--- src/rtl/dagu_pkg.sv ---
package dagu_pkg;
  localparam int AW    = 16;
  localparam int DISPW = 6;
  localparam int SELW  = 2;
  localparam int MODEW = 3;
  localparam int RGW   = 2;

  localparam logic [MODEW-1:0] AM_DIRECT  = 3'd0;
  localparam logic [MODEW-1:0] AM_IND     = 3'd1;
  localparam logic [MODEW-1:0] AM_DISP    = 3'd2;
  localparam logic [MODEW-1:0] AM_PREDEC  = 3'd3;
  localparam logic [MODEW-1:0] AM_POSTINC = 3'd4;

  localparam logic [SELW-1:0] SEL_X = 2'd0;

  localparam logic [RGW-1:0] RG_GPR  = 2'd0;
  localparam logic [RGW-1:0] RG_IO   = 2'd1;
  localparam logic [RGW-1:0] RG_XIO  = 2'd2;
  localparam logic [RGW-1:0] RG_SRAM = 2'd3;

  typedef enum logic [1:0] {PH_IDLE, PH_CALC, PH_ACC} phase_e;

  typedef struct packed {
    logic [MODEW-1:0] mode;
    logic [SELW-1:0]  sel;
    logic [DISPW-1:0] disp;
    logic [AW-1:0]    dir;
    logic [AW-1:0]    base;
    logic             sel_ok;
    logic             wr;
  } req_s;
endpackage

--- src/rtl/dagu_ptr_mux.sv ---
module dagu_ptr_mux #(
  parameter int AW   = 16,
  parameter int NPTR = 3,
  parameter int SELW = 2
) (
  input  logic [NPTR*AW-1:0] ptr_flat,
  input  logic [SELW-1:0]    sel,
  output logic [AW-1:0]      base,
  output logic               sel_ok
);
  logic [AW-1:0] slot [NPTR];

  for (genvar i = 0; i < NPTR; i++) begin : g_slot
    assign slot[i] = ptr_flat[i*AW +: AW];
  end

  always_comb begin
    base   = '0;
    sel_ok = 1'b0;
    for (int i = 0; i < NPTR; i++) begin
      if (sel == SELW'(i)) begin
        base   = slot[i];
        sel_ok = 1'b1;
      end
    end
  end
endmodule

--- src/rtl/dagu_ea_calc.sv ---
module dagu_ea_calc
  import dagu_pkg::*;
(
  input  req_s          rq,
  output logic [AW-1:0] ea,
  output logic [AW-1:0] new_ptr,
  output logic          wb_en,
  output logic          err
);
  logic wb_raw;

  always_comb begin
    ea      = '0;
    new_ptr = rq.base;
    wb_raw  = 1'b0;
    err     = 1'b0;
    unique case (rq.mode)
      AM_DIRECT: ea = rq.dir;
      AM_IND: begin
        ea  = rq.base;
        err = !rq.sel_ok;
      end
      AM_DISP: begin
        ea  = rq.base + AW'(rq.disp);
        err = !rq.sel_ok || (rq.sel == SEL_X);
      end
      AM_PREDEC: begin
        new_ptr = rq.base - AW'(1);
        ea      = new_ptr;
        wb_raw  = 1'b1;
        err     = !rq.sel_ok;
      end
      AM_POSTINC: begin
        ea      = rq.base;
        new_ptr = rq.base + AW'(1);
        wb_raw  = 1'b1;
        err     = !rq.sel_ok;
      end
      default: err = 1'b1;
    endcase
    wb_en = wb_raw && !err;
  end
endmodule

--- src/rtl/dagu_region_dec.sv ---
module dagu_region_dec
  import dagu_pkg::*;
#(
  parameter int GPR_N   = 32,
  parameter int IO_N    = 64,
  parameter int XIO_N   = 160,
  parameter int SRAM_KB = 1
) (
  input  logic [AW-1:0]  ea,
  output logic [RGW-1:0] region,
  output logic [AW-1:0]  off,
  output logic           oor
);
  localparam logic [AW-1:0] IO_LO   = AW'(GPR_N);
  localparam logic [AW-1:0] XIO_LO  = AW'(GPR_N + IO_N);
  localparam logic [AW-1:0] SRAM_LO = AW'(GPR_N + IO_N + XIO_N);
  localparam int            SRAM_B  = (SRAM_KB >= 4) ? 4096 : (SRAM_KB >= 2) ? 2048 : 1024;
  localparam logic [AW-1:0] SRAM_HI = AW'(GPR_N + IO_N + XIO_N + SRAM_B - 1);

  always_comb begin
    oor = 1'b0;
    if (ea < IO_LO) begin
      region = RG_GPR;
      off    = ea;
    end else if (ea < XIO_LO) begin
      region = RG_IO;
      off    = ea - IO_LO;
    end else if (ea < SRAM_LO) begin
      region = RG_XIO;
      off    = ea - XIO_LO;
    end else begin
      region = RG_SRAM;
      off    = ea - SRAM_LO;
      oor    = (ea > SRAM_HI);
    end
  end
endmodule

--- src/rtl/dagu_seq.sv ---
module dagu_seq
  import dagu_pkg::*;
(
  input  logic clk,
  input  logic rst_n,
  input  logic req_valid,
  output logic req_ready,
  output logic take,
  output logic calc,
  output logic acc,
  output logic busy
);
  phase_e ph;

  assign req_ready = (ph == PH_IDLE);
  assign take      = req_valid && req_ready;
  assign calc      = (ph == PH_CALC);
  assign acc       = (ph == PH_ACC);
  assign busy      = !req_ready;

  always_ff @(posedge clk) begin
    if (!rst_n) ph <= PH_IDLE;
    else begin
      unique case (ph)
        PH_IDLE: if (take) ph <= PH_CALC;
        PH_CALC: ph <= PH_ACC;
        default: ph <= PH_IDLE;
      endcase
    end
  end

  p_busy_two_r10: assert property (@(posedge clk) disable iff (!rst_n)
    $rose(busy) |=> busy);
  p_acc_follows_calc_r10: assert property (@(posedge clk) disable iff (!rst_n)
    calc |=> acc);
  p_acc_ends_r10: assert property (@(posedge clk) disable iff (!rst_n)
    acc |=> !busy);
  p_busy_ignores_r11: assert property (@(posedge clk) disable iff (!rst_n)
    (req_valid && calc) |=> acc);
endmodule

--- src/rtl/dspace_agu.sv ---
module dspace_agu
  import dagu_pkg::*;
#(
  parameter int SRAM_KB = 1,
  parameter int NPTR    = 3
) (
  input  logic             clk,
  input  logic             rst_n,
  input  logic             req_valid,
  output logic             req_ready,
  input  logic [MODEW-1:0] req_mode,
  input  logic [SELW-1:0]  req_ptr,
  input  logic [DISPW-1:0] req_disp,
  input  logic [AW-1:0]    req_addr,
  input  logic             req_write,
  input  logic [AW-1:0]    ptr_x,
  input  logic [AW-1:0]    ptr_y,
  input  logic [AW-1:0]    ptr_z,
  output logic             busy,
  output logic [AW-1:0]    mem_addr,
  output logic             mem_rd,
  output logic             mem_wr,
  output logic [RGW-1:0]   region,
  output logic [AW-1:0]    region_off,
  output logic             addr_oor,
  output logic             mode_err,
  output logic             wb_valid,
  output logic [SELW-1:0]  wb_sel,
  output logic [AW-1:0]    wb_ptr
);
  logic take, calc, acc;
  logic [NPTR*AW-1:0] ptr_flat;
  logic [AW-1:0] base_now;
  logic sel_ok_now;
  req_s rq_q;

  logic [AW-1:0]  ea, nptr;
  logic           wb_en, err;
  logic [RGW-1:0] rg;
  logic [AW-1:0]  rg_off;
  logic           oor;

  logic           oor_q, err_q, wb_en_q, wr_q;
  logic [MODEW-1:0] mode_q;

  assign ptr_flat = {ptr_z, ptr_y, ptr_x};

  dagu_seq u_seq (
    .clk(clk), .rst_n(rst_n), .req_valid(req_valid), .req_ready(req_ready),
    .take(take), .calc(calc), .acc(acc), .busy(busy)
  );

  dagu_ptr_mux #(.AW(AW), .NPTR(NPTR), .SELW(SELW)) u_mux (
    .ptr_flat(ptr_flat), .sel(req_ptr), .base(base_now), .sel_ok(sel_ok_now)
  );

  always_ff @(posedge clk) begin
    if (!rst_n) rq_q <= '0;
    else if (take) begin
      rq_q.mode   <= req_mode;
      rq_q.sel    <= req_ptr;
      rq_q.disp   <= req_disp;
      rq_q.dir    <= req_addr;
      rq_q.base   <= base_now;
      rq_q.sel_ok <= sel_ok_now;
      rq_q.wr     <= req_write;
    end
  end

  dagu_ea_calc u_ea (
    .rq(rq_q), .ea(ea), .new_ptr(nptr), .wb_en(wb_en), .err(err)
  );

  dagu_region_dec #(.SRAM_KB(SRAM_KB)) u_dec (
    .ea(ea), .region(rg), .off(rg_off), .oor(oor)
  );

  always_ff @(posedge clk) begin
    if (!rst_n) begin
      mem_addr   <= '0;
      region     <= RG_GPR;
      region_off <= '0;
      oor_q      <= 1'b0;
      err_q      <= 1'b0;
      wb_en_q    <= 1'b0;
      wr_q       <= 1'b0;
      wb_sel     <= '0;
      wb_ptr     <= '0;
      mode_q     <= AM_DIRECT;
    end else if (calc) begin
      mem_addr   <= ea;
      region     <= rg;
      region_off <= rg_off;
      oor_q      <= oor;
      err_q      <= err;
      wb_en_q    <= wb_en;
      wr_q       <= rq_q.wr;
      wb_sel     <= rq_q.sel;
      wb_ptr     <= nptr;
      mode_q     <= rq_q.mode;
    end
  end

  assign mode_err = acc && err_q;
  assign addr_oor = acc && oor_q && !err_q;
  assign wb_valid = acc && wb_en_q;
  assign mem_rd   = acc && !err_q && !oor_q && !wr_q;
  assign mem_wr   = acc && !err_q && !oor_q && wr_q;

  p_one_strobe_r10: assert property (@(posedge clk) disable iff (!rst_n)
    !(mem_rd && mem_wr));
  p_strobe_in_busy_r10: assert property (@(posedge clk) disable iff (!rst_n)
    (mem_rd || mem_wr) |-> (busy && $past(busy)));
  p_oor_quiet_r9: assert property (@(posedge clk) disable iff (!rst_n)
    addr_oor |-> (!mem_rd && !mem_wr));
  p_err_quiet_r5: assert property (@(posedge clk) disable iff (!rst_n)
    mode_err |-> (!mem_rd && !mem_wr && !wb_valid && !addr_oor));
  p_wb_pulse_r6: assert property (@(posedge clk) disable iff (!rst_n)
    wb_valid |=> !wb_valid);
  p_predec_match_r6: assert property (@(posedge clk) disable iff (!rst_n)
    (wb_valid && mode_q == AM_PREDEC) |-> (wb_ptr == mem_addr));
  p_postinc_match_r7: assert property (@(posedge clk) disable iff (!rst_n)
    (wb_valid && mode_q == AM_POSTINC) |-> (wb_ptr == mem_addr + AW'(1)));
  p_sram_region_r9: assert property (@(posedge clk) disable iff (!rst_n)
    addr_oor |-> (region == RG_SRAM));
endmodule

--- config.mk ---
export PLATFORM = sky130hd
export DESIGN_NAME = dspace_agu
export DESIGN_NICKNAME = d
export VERILOG_FILES = /design/src/rtl/dagu_pkg.sv /design/src/rtl/dagu_ptr_mux.sv /design/src/rtl/dagu_ea_calc.sv /design/src/rtl/dagu_region_dec.sv /design/src/rtl/dagu_seq.sv /design/src/rtl/dspace_agu.sv
export SDC_FILE = /design/constraint.sdc
export NUM_CORES = 1
export LEC_CHECK = 0
export CAP_MARGIN = 20
export CORE_MARGIN = 1.5
export CORE_UTILIZATION = 55
export CTS_CLUSTER_DIAMETER = 120
export DETAILED_ROUTE_END_ITERATION = 10
export DONT_BUFFER_PORTS = 1
export PLACE_DENSITY = 0.7
export SLEW_MARGIN = 40
export SYNTH_ARGS = -nofsm -noshare
export SYNTH_HDL_FRONTEND = slang
export SYNTH_SLANG_ARGS = --single-unit
--- constraint.sdc ---
create_clock -name clk -period 3.8 [get_ports clk]
set_input_delay 0.38 -clock clk [delete_from_list [all_inputs] [get_ports clk]]
set_output_delay 0.38 -clock clk [all_outputs]
set_load 0.01 [all_outputs]
==> results.md <==
* Status: complete, no violations
* Synth Flop Type: dfxtp_1
* Die W at 109 um
* Reg-to-reg startpoint: rq_q[2]
* Pin count of the biggest net entering global routing at 45
* Initial Util at 0.567
* CP max-delay cell: or4_1
* Delay-heaviest family, CP: compound AO/OA/AOI/OAI gates
* Startpoint Class: register
* I/O Pins at 138
* P&R area growth vs syn at 6.76%
* Residual DRC count at 0
* Worst Hold Path Cells at 1
* Syn. warnings at 0
* Register area share after synthesis at 0.318
* Nets@finish at 865
* Flop2flop setup slack at 0.21 ns
* First-pass GRT wire length at 28.9 mm
* Max cap viols at 0
* P per Cell Area at 409 nW/um^2
* Worst-path cell chain: ha_1 -> fa_1 -> a21oi_1 -> o22a_2 -> nor2_1 -> xor2_1 -> a221oi_2 -> buf_4 -> nand2_1 -> or4_1 -> a311oi_1
* Clock-pin slew on the worst setup and hold paths at 0.10 ns
* Number of global-route vias before repair at 5490
* CP max FO at 11
* Die area at 11900 um^2
* F_max at 279 MHz
* N_diodes at 0
* Post-CTS Hold Buffers at 0
* Min-Delay Startpoint: req_ptr[1]
* Via count at 5907
* WL final at 18.4 mm
* Buffers on Ports at 0
* Crit path buffers/inverters at 1
* Setup violators final at 0
* Adder-Cell Fraction of Synth Area at 0.0275
* Cells on worst reg2reg path at 11
* WL per Instance at 20.1 um
* Yosys cell types at 89
* GRT overflow at 0
* Syn Inst Count at 796
* Slew Viols, Final at 0
* Unrepaired setup endpoints after global routing: no
* Clock Sinks at 98
* Largest family of logic cells by synthesized area: simple AND/OR/NAND/NOR gates
* Post-synthesis xor/xnor area fraction at 0.0381
* Fin crit share at 0.944
* Post-Syn Area at 6180 um^2
* Worst VDD drop at 0.258 mV
* Compound-cell area share of the yosys netlist at 0.253
* Routed vias/inst at 6.43
* Worst slew pin tran at 0.718 ns
* CTS H-tree depth at 3
* Post-synth ARST share at 0
* EDFF count, synth at 0
* CTS tree: built
* Core Util, Final at 0.606
* Clock root cell: clkbuf_8
* Simple logic cell fraction of the synthesized area at 0.258
* Mux cell area share after synthesis at 0.0415
* Routability cong. at 0.977
* Share of cells above drive strength 1 at 0.136
* TritonCTS buffer count at 9
* Arrival @ worst endpoint at 3.88 ns
* Rows at 38
* Final min period at 3.59 ns
* Final instance area at 6600 um^2
* Register bit total from synthesis at 98
* Min-delay worst type: in -> reg
* Worst slew margin at 0.520
* Initial DRT Pass Iterations at 5
* Endpoint, Worst Hold: rq_q[1]
* Final HPWL DP at 14.2 mm
* Pleak at 0.00250 uW
* Clock Tree Buf Depth at 2
* Dpl cell area at 6350 um^2
* CP startpoint: rq_q[2]
* Crit path depth at 11
* Crit path required time at 4.09 ns
* Die span in y at 109 um
* CP Capture Type: register
* Worst Skew at 0.0115 ns
* Final hold viol count at 0
* Clock Latency Late Sink at 0.39 ns
* CP peak stage delay at 0.49 ns
* Initial antenna violation count at 0
* Core area at 10900 um^2
* Most frequent cells in the layout: nand2_1, dfxtp_1, nor2_1, a21oi_1, buf_4
* Post-synthesis area per instance at 7.76 um^2
* Leading cell type in the layout, fill and taps excluded: nand2_1
* Fin Setup TNS at 0 ns
* Starting DRC count in detailed routing at 516
* DRT antenna net count at 0
* Kind of critical path: reg -> reg
* GRT Util Overall at 0.319
* Net Count, Synth at 888
* Reg-to-reg endpoint: region_off[14]
==> what timing repair did <==
action | in CTS | in global routing
gates resized for setup | 0 | 3
setup buffers | 0 | 1
setup endpoints to repair | 0 | 6
==> layer usage <==
| layer | global-route usage | up-vias | wire [um] |
|---|---|---|---|
| li1 | - | 2814 | - |
| met2 | 0.514 | 298 | 8260 |
| met1 | 0.397 | 2745 | 7930 |
| met5 | 0 | - | 0 |
| met3 | 0.0693 | 50 | 1540 |
| met4 | 0.165 | 0 | 707 |
==> state kept, by name (all words and copies together), names as in the netlist <==
signal / cells
err_q: 1
region: 2
oor_q: 1
u_seq.ph: 2
mem_addr: 16
wb_ptr: 16
wb_sel: 2
wr_q: 1
rq_q: 45
region_off: 11
wb_en_q: 1
==> cells in the mapped netlist, drive strengths merged (4+ instances only) <==
| master | n | area share |
|---|---|---|
| clkbuf | 49 | 0.030 |
| a311oi | 7 | 0.0099 |
| nand4 | 7 | 0.0071 |
| ha | 12 | 0.024 |
| a22oi | 11 | 0.013 |
| nor4 | 12 | 0.014 |
| nor2b | 4 | 0.0053 |
| nor3b | 7 | 0.0093 |
| nand2b | 4 | 0.0040 |
| xor2 | 13 | 0.020 |
| o211a | 6 | 0.0097 |
| or4 | 5 | 0.0079 |
| nand3 | 18 | 0.015 |
| a211oi | 41 | 0.052 |
| o22ai | 7 | 0.0071 |
| xnor2 | 13 | 0.018 |
| a21oi | 66 | 0.054 |
| buf | 26 | 0.023 |
| a221oi | 7 | 0.017 |
| nor3 | 39 | 0.032 |
| dfxtp | 98 | 0.32 |
| o21ai | 22 | 0.020 |
| mux2i | 23 | 0.037 |
| a31oi | 8 | 0.0081 |
| and2 | 6 | 0.0061 |
| inv | 18 | 0.011 |
| nor2 | 87 | 0.053 |
| nand2 | 118 | 0.074 |
| o211ai | 4 | 0.0057 |
==> layout make-up <==
cell class / count / area (um^2)
Multi-Input combinational cell: 604 / 3840
Clock buffer: 9 / 124
Timing Repair Buffer: 41 / 320
Tap cell: 140 / 175
Sequential cell: 98 / 1960
Inverter: 19 / 71.3
Fill cell: 1010 / 4290
Clock inverter: 7 / 98.8
==> per-stage QoR <==
stage          worst slack, ns  power [uW]  instances  hold slack, ns
2_1_floorplan            0.451        1740        796           0.432
3_3_place_gp             0.220        1930        901           0.440
3_5_place_dp             0.142        1940        901           0.448
4_1_cts                  0.116        2700        917          0.0698
5_1_grt                 0.0383        2830        918          0.0809
6_report                 0.211        2700        918          0.0855
==> cell families after synthesis <==
group / after synthesis
buf+inv: 94
fa+ha+maj: 13
flops: 98
xor+xnor: 26
compound gates: 214
mux: 25
simple gates: 326
==> report_power, final <==
part	switching [uW]	internal (uW)	leakage, uW
clock network	394	378	0.000116
logic	452	285	0.00158
registers	97.5	1090	0.000803
total	943	1760	0.00250
==> how the worst max path moves through the flow <==
| stage | end | slack (ns) |
|---|---|---|
| floorplan | region_off[15] | 0.45 |
| global placement | oor_q | 0.22 |
| detailed placement | region_off[14] | 0.14 |
| CTS | region_off[14] | 0.12 |
| global route | oor_q | 0.04 |
| finish | region_off[14] | 0.21 |
Power figures use the tool's default switching activity.
